==> src/rtl/sysio_pkg.sv <==
package sysio_pkg;

  localparam int DW     = 8;
  localparam int AW     = 12;
  localparam int NPORT  = 10;
  localparam int MEM_AW = 32;
  localparam int MEM_DW = 32;

  typedef enum logic [3:0] {
    PI_SRST  = 4'd0,
    PI_LAMP  = 4'd1,
    PI_EQUIP = 4'd2,
    PI_PWA   = 4'd3,
    PI_PWB   = 4'd4,
    PI_L2INV = 4'd5,
    PI_KEY   = 4'd6,
    PI_CTRL  = 4'd7,
    PI_MAP   = 4'd8,
    PI_BOARD = 4'd9
  } port_idx_e;

  localparam logic [AW-1:0] ADDR_SRST  = 12'h092;
  localparam logic [AW-1:0] ADDR_LAMP  = 12'h808;
  localparam logic [AW-1:0] ADDR_EQUIP = 12'h80C;
  localparam logic [AW-1:0] ADDR_PWA   = 12'h810;
  localparam logic [AW-1:0] ADDR_PWB   = 12'h812;
  localparam logic [AW-1:0] ADDR_L2INV = 12'h814;
  localparam logic [AW-1:0] ADDR_KEY   = 12'h818;
  localparam logic [AW-1:0] ADDR_CTRL  = 12'h81C;
  localparam logic [AW-1:0] ADDR_MAP   = 12'h850;
  localparam logic [AW-1:0] ADDR_BOARD = 12'h852;

  localparam logic [NPORT*AW-1:0] PORT_TABLE = {
    ADDR_BOARD, ADDR_MAP, ADDR_CTRL, ADDR_KEY, ADDR_L2INV,
    ADDR_PWB, ADDR_PWA, ADDR_EQUIP, ADDR_LAMP, ADDR_SRST
  };

  // Access capability per port index (bit i belongs to index i)
  localparam logic [NPORT-1:0] CAN_READ  = 10'b11_1100_0101;
  localparam logic [NPORT-1:0] CAN_WRITE = 10'b01_1011_1011;

  localparam logic [MEM_AW-1:0] WIN_BASE  = 32'hBFFF_EFF0;
  localparam int unsigned       WIN_BYTES = 4;

  // Reversed numbering: logical bit n sits at physical bit DW-1-n
  function automatic logic [DW-1:0] lbit(input int n);
    logic [DW-1:0] v;
    v = '0;
    v[DW-1-n] = 1'b1;
    return v;
  endfunction

  localparam logic [DW-1:0] SRST_MASK   = lbit(7);
  localparam logic [DW-1:0] LE_REQ_MASK = lbit(6);
  localparam logic [DW-1:0] CTRL_MASK   = lbit(0) | lbit(1) | lbit(2) | lbit(3);
  localparam logic [DW-1:0] MAP_MASK    = lbit(7);
  localparam logic [DW-1:0] MAP_RESET   = MAP_MASK;
  localparam logic [DW-1:0] RD_FILL     = '1;

endpackage

==> src/rtl/sysio_decode.sv <==
module sysio_decode
  import sysio_pkg::*;
(
  input  logic [AW-1:0]    addr,
  input  logic             rd,
  input  logic             wr,
  output logic [NPORT-1:0] rd_sel,
  output logic [NPORT-1:0] wr_sel
);

  logic [NPORT-1:0] hit;

  for (genvar i = 0; i < NPORT; i++) begin : g_cmp
    assign hit[i] = (addr == PORT_TABLE[i*AW +: AW]);
  end

  always_comb begin
    rd_sel = hit & CAN_READ  & {NPORT{rd}};
    wr_sel = hit & CAN_WRITE & {NPORT{wr}};
  end

endmodule

==> src/rtl/sysio_ctrl_regs.sv <==
module sysio_ctrl_regs
  import sysio_pkg::*;
(
  input  logic             clk,
  input  logic             rst_n,
  input  logic [NPORT-1:0] wr_sel,
  input  logic [DW-1:0]    wdata,
  output logic [DW-1:0]    srst_q,
  output logic [DW-1:0]    ctrl_q,
  output logic [DW-1:0]    map_q,
  output logic             le_halt_q
);

  logic [DW-1:0] srst_d, ctrl_d, map_d;
  logic          le_halt_d;
  logic          reg_en;

  assign reg_en = wr_sel[PI_SRST] | wr_sel[PI_CTRL] | wr_sel[PI_MAP];

  always_comb begin
    srst_d    = srst_q;
    ctrl_d    = ctrl_q;
    map_d     = map_q;
    le_halt_d = le_halt_q;
    if (wr_sel[PI_SRST]) begin
      srst_d = wdata & SRST_MASK;
      if ((wdata & LE_REQ_MASK) != '0) begin
        le_halt_d = 1'b1;
      end
    end
    if (wr_sel[PI_CTRL]) begin
      ctrl_d = wdata & CTRL_MASK;
    end
    if (wr_sel[PI_MAP]) begin
      map_d = wdata & MAP_MASK;
    end
  end

  always_ff @(posedge clk or negedge rst_n) begin
    if (!rst_n) begin
      srst_q    <= '0;
      ctrl_q    <= '0;
      map_q     <= MAP_RESET;
      le_halt_q <= 1'b0;
    end else if (reg_en) begin
      srst_q    <= srst_d;
      ctrl_q    <= ctrl_d;
      map_q     <= map_d;
      le_halt_q <= le_halt_d;
    end
  end

endmodule

==> src/rtl/sysio_rdmux.sv <==
module sysio_rdmux
  import sysio_pkg::*;
(
  input  logic             clk,
  input  logic             rst_n,
  input  logic             rd_en,
  input  logic [NPORT-1:0] rd_sel,
  input  logic [DW-1:0]    srst_q,
  input  logic [DW-1:0]    ctrl_q,
  input  logic [DW-1:0]    map_q,
  input  logic [DW-1:0]    strap_equip,
  input  logic [DW-1:0]    strap_board,
  output logic [DW-1:0]    rdata_q
);

  logic [DW-1:0] src [NPORT];
  logic [DW-1:0] rdata_d;

  always_comb begin
    for (int i = 0; i < NPORT; i++) begin
      src[i] = RD_FILL;
    end
    src[PI_SRST]  = srst_q;
    src[PI_EQUIP] = strap_equip;
    src[PI_KEY]   = '0;
    src[PI_CTRL]  = ctrl_q;
    src[PI_MAP]   = map_q;
    src[PI_BOARD] = strap_board;
  end

  always_comb begin
    rdata_d = RD_FILL;
    for (int i = 0; i < NPORT; i++) begin
      if (rd_sel[i]) begin
        rdata_d = src[i];
      end
    end
  end

  always_ff @(posedge clk or negedge rst_n) begin
    if (!rst_n) begin
      rdata_q <= '0;
    end else if (rd_en) begin
      rdata_q <= rdata_d;
    end
  end

endmodule

==> src/rtl/sysio_parity_win.sv <==
module sysio_parity_win
  import sysio_pkg::*;
(
  input  logic              clk,
  input  logic              rst_n,
  input  logic [MEM_AW-1:0] mem_addr,
  input  logic              mem_rd,
  input  logic              mem_wr,
  input  logic              mem_word,
  output logic [MEM_DW-1:0] mem_rdata,
  output logic              mem_ack,
  output logic              mem_err
);

  localparam logic [MEM_AW-1:0] WIN_LAST = WIN_BASE + MEM_AW'(WIN_BYTES - 1);

  logic in_win;
  logic ack_d, err_d;

  assign in_win    = (mem_addr >= WIN_BASE) && (mem_addr <= WIN_LAST);
  assign mem_rdata = '0;

  always_comb begin
    ack_d = in_win && mem_rd && !mem_wr && mem_word;
    err_d = in_win && (mem_wr || (mem_rd && !mem_word));
  end

  always_ff @(posedge clk or negedge rst_n) begin
    if (!rst_n) begin
      mem_ack <= 1'b0;
      mem_err <= 1'b0;
    end else begin
      mem_ack <= ack_d;
      mem_err <= err_d;
    end
  end

endmodule

==> src/rtl/sysio_regs.sv <==
module sysio_regs
  import sysio_pkg::*;
(
  input  logic              clk,
  input  logic              rst_n,
  input  logic [AW-1:0]     io_addr,
  input  logic              io_rd,
  input  logic              io_wr,
  input  logic [DW-1:0]     io_wdata,
  output logic [DW-1:0]     io_rdata,
  input  logic [DW-1:0]     strap_equip,
  input  logic [DW-1:0]     strap_board,
  input  logic [MEM_AW-1:0] mem_addr,
  input  logic              mem_rd,
  input  logic              mem_wr,
  input  logic              mem_word,
  output logic [MEM_DW-1:0] mem_rdata,
  output logic              mem_ack,
  output logic              mem_err,
  output logic              soft_rst_o,
  output logic              map_noncontig_o,
  output logic              le_halt_o
);

  logic [NPORT-1:0] rd_sel, wr_sel;
  logic [DW-1:0]    srst_q, ctrl_q, map_q;
  logic             le_halt_q;

  sysio_decode u_dec (
    .addr   (io_addr),
    .rd     (io_rd),
    .wr     (io_wr),
    .rd_sel (rd_sel),
    .wr_sel (wr_sel)
  );

  sysio_ctrl_regs u_regs (
    .clk       (clk),
    .rst_n     (rst_n),
    .wr_sel    (wr_sel),
    .wdata     (io_wdata),
    .srst_q    (srst_q),
    .ctrl_q    (ctrl_q),
    .map_q     (map_q),
    .le_halt_q (le_halt_q)
  );

  sysio_rdmux u_rd (
    .clk         (clk),
    .rst_n       (rst_n),
    .rd_en       (io_rd),
    .rd_sel      (rd_sel),
    .srst_q      (srst_q),
    .ctrl_q      (ctrl_q),
    .map_q       (map_q),
    .strap_equip (strap_equip),
    .strap_board (strap_board),
    .rdata_q     (io_rdata)
  );

  sysio_parity_win u_win (
    .clk       (clk),
    .rst_n     (rst_n),
    .mem_addr  (mem_addr),
    .mem_rd    (mem_rd),
    .mem_wr    (mem_wr),
    .mem_word  (mem_word),
    .mem_rdata (mem_rdata),
    .mem_ack   (mem_ack),
    .mem_err   (mem_err)
  );

  assign soft_rst_o      = (srst_q & SRST_MASK) != '0;
  assign map_noncontig_o = (map_q & MAP_MASK) != '0;
  assign le_halt_o       = le_halt_q;

endmodule

==> config.mk <==
export PLATFORM = sky130hd
export DESIGN_NAME = sysio_regs
export DESIGN_NICKNAME = d
export VERILOG_FILES = /design/src/rtl/sysio_pkg.sv /design/src/rtl/sysio_decode.sv /design/src/rtl/sysio_ctrl_regs.sv /design/src/rtl/sysio_rdmux.sv /design/src/rtl/sysio_parity_win.sv /design/src/rtl/sysio_regs.sv
export SDC_FILE = /design/constraint.sdc
export NUM_CORES = 1
export LEC_CHECK = 0
export ABC_AREA = 1
export CAP_MARGIN = 5
export CORE_MARGIN = 5
export CORE_UTILIZATION = 33
export DETAILED_ROUTE_END_ITERATION = 12
export PLACE_DENSITY = 0.78
export SKIP_CTS_REPAIR_TIMING = 1
export SLEW_MARGIN = 20
export SYNTH_ARGS = -nofsm -noshare
export SYNTH_HDL_FRONTEND = slang
export SYNTH_SLANG_ARGS = --single-unit
==> constraint.sdc <==
create_clock -name clk -period 1.1 [get_ports clk]
set_input_delay 0.165 -clock clk [delete_from_list [all_inputs] [get_ports clk]]
set_output_delay 0.165 -clock clk [all_outputs]
set_load 0.02 [all_outputs]
==> impl_table.tex <==
\begin{tabular}{lr}
\hline
Metric & Value \\
\hline
\multicolumn{2}{l}{\textbf{Critical path}} \\
Critical Path AT & 1.27 ns \\
Category of the worst setup path launch point & input port \\
Worst-case reg-to-reg path depth & 6 \\
Critical path cell sequence & buf\_6 > nor2\_4 > nand2\_4 > nor2\_8 > nand3\_4 > nand2\_2 > nor2\_1 > nand2\_1 > nand2\_1 > nand2\_1 > nand2\_1 \\
Startpoint of the most critical register-to-register path & u\_regs.srst\_q[0] \\
Delay contributed by the slowest stage of the critical path & 0.19 ns \\
Maximum fanout along the worst path & 5 \\
Worst path required time & 1.25 ns \\
Type of the worst setup path & in -> reg \\
Endpoint type of the worst setup path & flop \\
Worst R2R Setup Slack & 0.06 ns \\
Most common cell on crit path & nand2\_1 \\
Critical path's slowest cell & nor2\_8 \\
Destination of the worst register-to-register timing path & u\_rd.rdata\_q[0] \\
\multicolumn{2}{l}{\textbf{Synthesis}} \\
Flip-flop and latch count after synthesis & 17 \\
Share of flip-flops with an asynchronous set or reset after synthesis & 100.0\% \\
Ys Warns & 0 \\
Largest cells by area after synthesis & dfrtp\_1 (27\%), buf\_4 (16\%), nand2\_1 (13\%), inv\_1 (6.5\%), nor2\_1 (6.2\%) \\
Synthesized area & $\sim$1500 um2 \\
Leading post-synthesis cells by instance count & nand2\_1 (52), buf\_4 (32), inv\_1 (26) \\
Count of mapped cells out of synthesis & 222 \\
Most used DFF post-synth & dfrtp\_1 \\
Dominant cell by count in the synthesized netlist & nand2\_1 \\
Area fraction of the dominant cell type after synthesis & 26.56\% \\
Part of the Yosys area used for sequential elements & 28.30\% \\
Yosys cell types & 28 \\
Cell taking the most area after synthesis & dfrtp\_1 \\
Number of flops mapped to enable cells by yosys & 0 \\
Syn avg cell area & 6.791 um2 \\
\multicolumn{2}{l}{\textbf{Placement}} \\
Port buffer count & 85 \\
Setup WS pre-CTS & -0.6323 ns \\
Post-DP HPWL & 3.851 mm \\
Global placement routability congestion & 0.8834 \\
Placed instance area & 2431 um2 \\
Total instance count after detailed placement & 372 \\
\multicolumn{2}{l}{\textbf{Die}} \\
Placement row count & 24 \\
Initial Util & around 34\% \\
Core footprint & 4384 um2 \\
DIE AREA & 6020 um2 \\
Top-level I/O count & 120 \\
Die Span X & 77.59 um \\
Height of the chip & 77.59 um \\
\multicolumn{2}{l}{\textbf{STA}} \\
Tmin final & 1.123 ns \\
RSZ-0062 raised after global routing & true \\
Max-slew violation total from the final report & 0 \\
Final hold violation count & 0 \\
Worst clock skew & 0.0005718 ns \\
Accumulated negative setup slack & -0.02851 ns \\
Total of endpoints with negative setup slack in the final report & 2 \\
Final worst-path cycle share & 102.1\% \\
Timing-limited maximum frequency & 0.8906 GHz \\
Smallest setup slack after layout & -0.02286 ns \\
\multicolumn{2}{l}{\textbf{Run status}} \\
Failing checks & setup timing \\
Run status & finished, violations left \\
\multicolumn{2}{l}{\textbf{Clock network}} \\
Cell chosen for the clock root & clkbuf\_8 \\
Insertion delay to the later sink of the worst-skew pair & 0.25 ns \\
CTS tree & built \\
Post-CTS clock slew at the launch and capture registers of the worst setup and hold paths & 0.07 ns \\
Num CTS Buffers & 3 \\
Buffer depth of the longest clock path & 2 \\
Number of H-tree branching levels & 1 \\
Number of clock sinks & 17 \\
\multicolumn{2}{l}{\textbf{Route}} \\
Wire length per cell after detailed routing & 13.09 um \\
Number of iterations in the first detailed-routing pass & 4 \\
Final routed DRC violation total & 0 \\
Number of DRC markers after the initial detailed-route iteration & 87 \\
Wire length reported by the detailed router & 4.973 mm \\
Post-detailed-route via-to-cell ratio & 4.513 \\
Total via count after detailed routing & between 1,500 and 2,000 \\
Detail Route Antenna Nets & 0 \\
\multicolumn{2}{l}{\textbf{GRT}} \\
Total congestion overflow after global routing & 0 \\
Number of antenna violations at the first check in global routing & 0 \\
Wire length of the first global-routing pass & 7.038 mm \\
Largest net degree at the start of global routing & 18 \\
Vias in the first global route & 1,634 \\
GRT Overall Usage & 13.99\% \\
\multicolumn{2}{l}{\textbf{Power}} \\
Max rail drop VDD & $\sim$0.33 mV \\
Leakage & 1.708 nW \\
Power per cell area & 594.2 nW/um2 \\
\multicolumn{2}{l}{\textbf{Final layout}} \\
Layout Cell Area excl Fill & 2753 um2 \\
Post-route insts no fill & 380 \\
Share of the core filled with cells in the final layout & 62.79\% \\
Count of antenna diodes in the layout & 0 \\
Final Net Count & approximately 400 \\
P\&R area growth vs syn & 82.57\% \\
Proportion of layout cells with a drive suffix above 1 & between 20\% and 30\% \\
\multicolumn{2}{l}{\textbf{Worst hold path}} \\
Hold Path Class & in -> async \\
\multicolumn{2}{l}{\textbf{Flow run}} \\
Max-cap violations & 0 \\
\hline
\end{tabular}
[layout make-up]
cell class                 instances  area [um2]
timing repair buffer             105        1095
clock buffer                       3       41.29
clock inverter                     1       5.005
inverter                          29       113.9
sequential                        17       426.7
tap                               52       65.06
fill                             383        1632
multi-input combinational        173        1006
[worst max-delay path by stage]
stage	from	endpoint	slack [ns]	cells after the start
floorplan	io_addr[9]	u_rd.rdata_q[1]	-0.002	8
global placement	io_addr[9]	u_rd.rdata_q[0]	-0.58	10
detailed placement	io_addr[3]	u_rd.rdata_q[7]	-0.63	8
CTS	u_regs.map_q[0]	map_noncontig_o	-0.46	1
global route	io_addr[6]	u_rd.rdata_q[0]	-0.15	11
finish	io_addr[8]	u_rd.rdata_q[0]	-0.02	11
[power by group]
| part | internal, mW | switching, mW |
|---|---|---|
| logic | 0.262 | 0.269 |
| clock network | 0.251 | 0.222 |
| registers | 0.629 | 0.00223 |
| total | 1.14 | 0.493 |
[registers in the layout, summed over array words and instances (netlist names)]
signal	count
u_regs.map_q	1
u_rd.rdata_q	8
u_win.mem_ack	1
u_regs.le_halt_q	1
u_regs.ctrl_q	4
u_regs.srst_q	1
u_win.mem_err	1
[layout by cell type, fill, tap and decap left out, types with 2 or more instances in the layout]
cell type	count
a21oi_1	4
a21oi_2	4
buf_12	2
buf_4	17
buf_6	3
clkbuf_2	8
clkbuf_8	3
clkdlybuf4s50_1	31
conb_1	32
dfrtp_1	16
dlymetal6s2s_1	43
inv_1	21
inv_2	6
inv_4	2
mux2_2	5
nand2_1	46
nand2_2	3
nand2_4	6
nand3_1	8
nand3_2	6
nand3b_1	4
nand4_1	5
nor2_1	21
nor2_2	2
nor2_4	7
nor3_2	2
nor4_4	2
o21ai_0	3
o21ai_1	5
[routing by layer]
metal / vias to the layer above / global-route usage (%) / routed length, um
met3: 11 / 4.282 / 488
met1: 761 / 15.82 / 1817
met4: 0 / 3.093 / 80
li1: 849 / - / -
met2: 94 / 25.54 / 2587
met5: - / 0 / 0
[per-stage QoR]
step	power, mW	hold slack [ns]
global placement	1.156	0.4640
finish	1.636	0.2483
detailed placement	1.160	0.4659
CTS	1.645	0.2474
floorplan	0.9123	-0.1306
global route	1.729	0.2535
[worst max-delay path, delay by kind of cell]
family                 cells  cell delay [ns]
buffers and inverters      1             0.10
AND/OR/NAND/NOR           10             1.01
[cell families (layout without fill, tap and decap cells)]
logic type             Yosys count  in the layout  synth area share [%]
muxes                            5              5                 3.734
other                            1             32                0.2487
DFF                             17             17                 28.30
AOI/OAI and AO/OA               20             20                 8.216
and+or+nand+nor                116            116                 35.77
buffers and inverters           63            138                 23.73
Power figures use the tool's default switching activity.
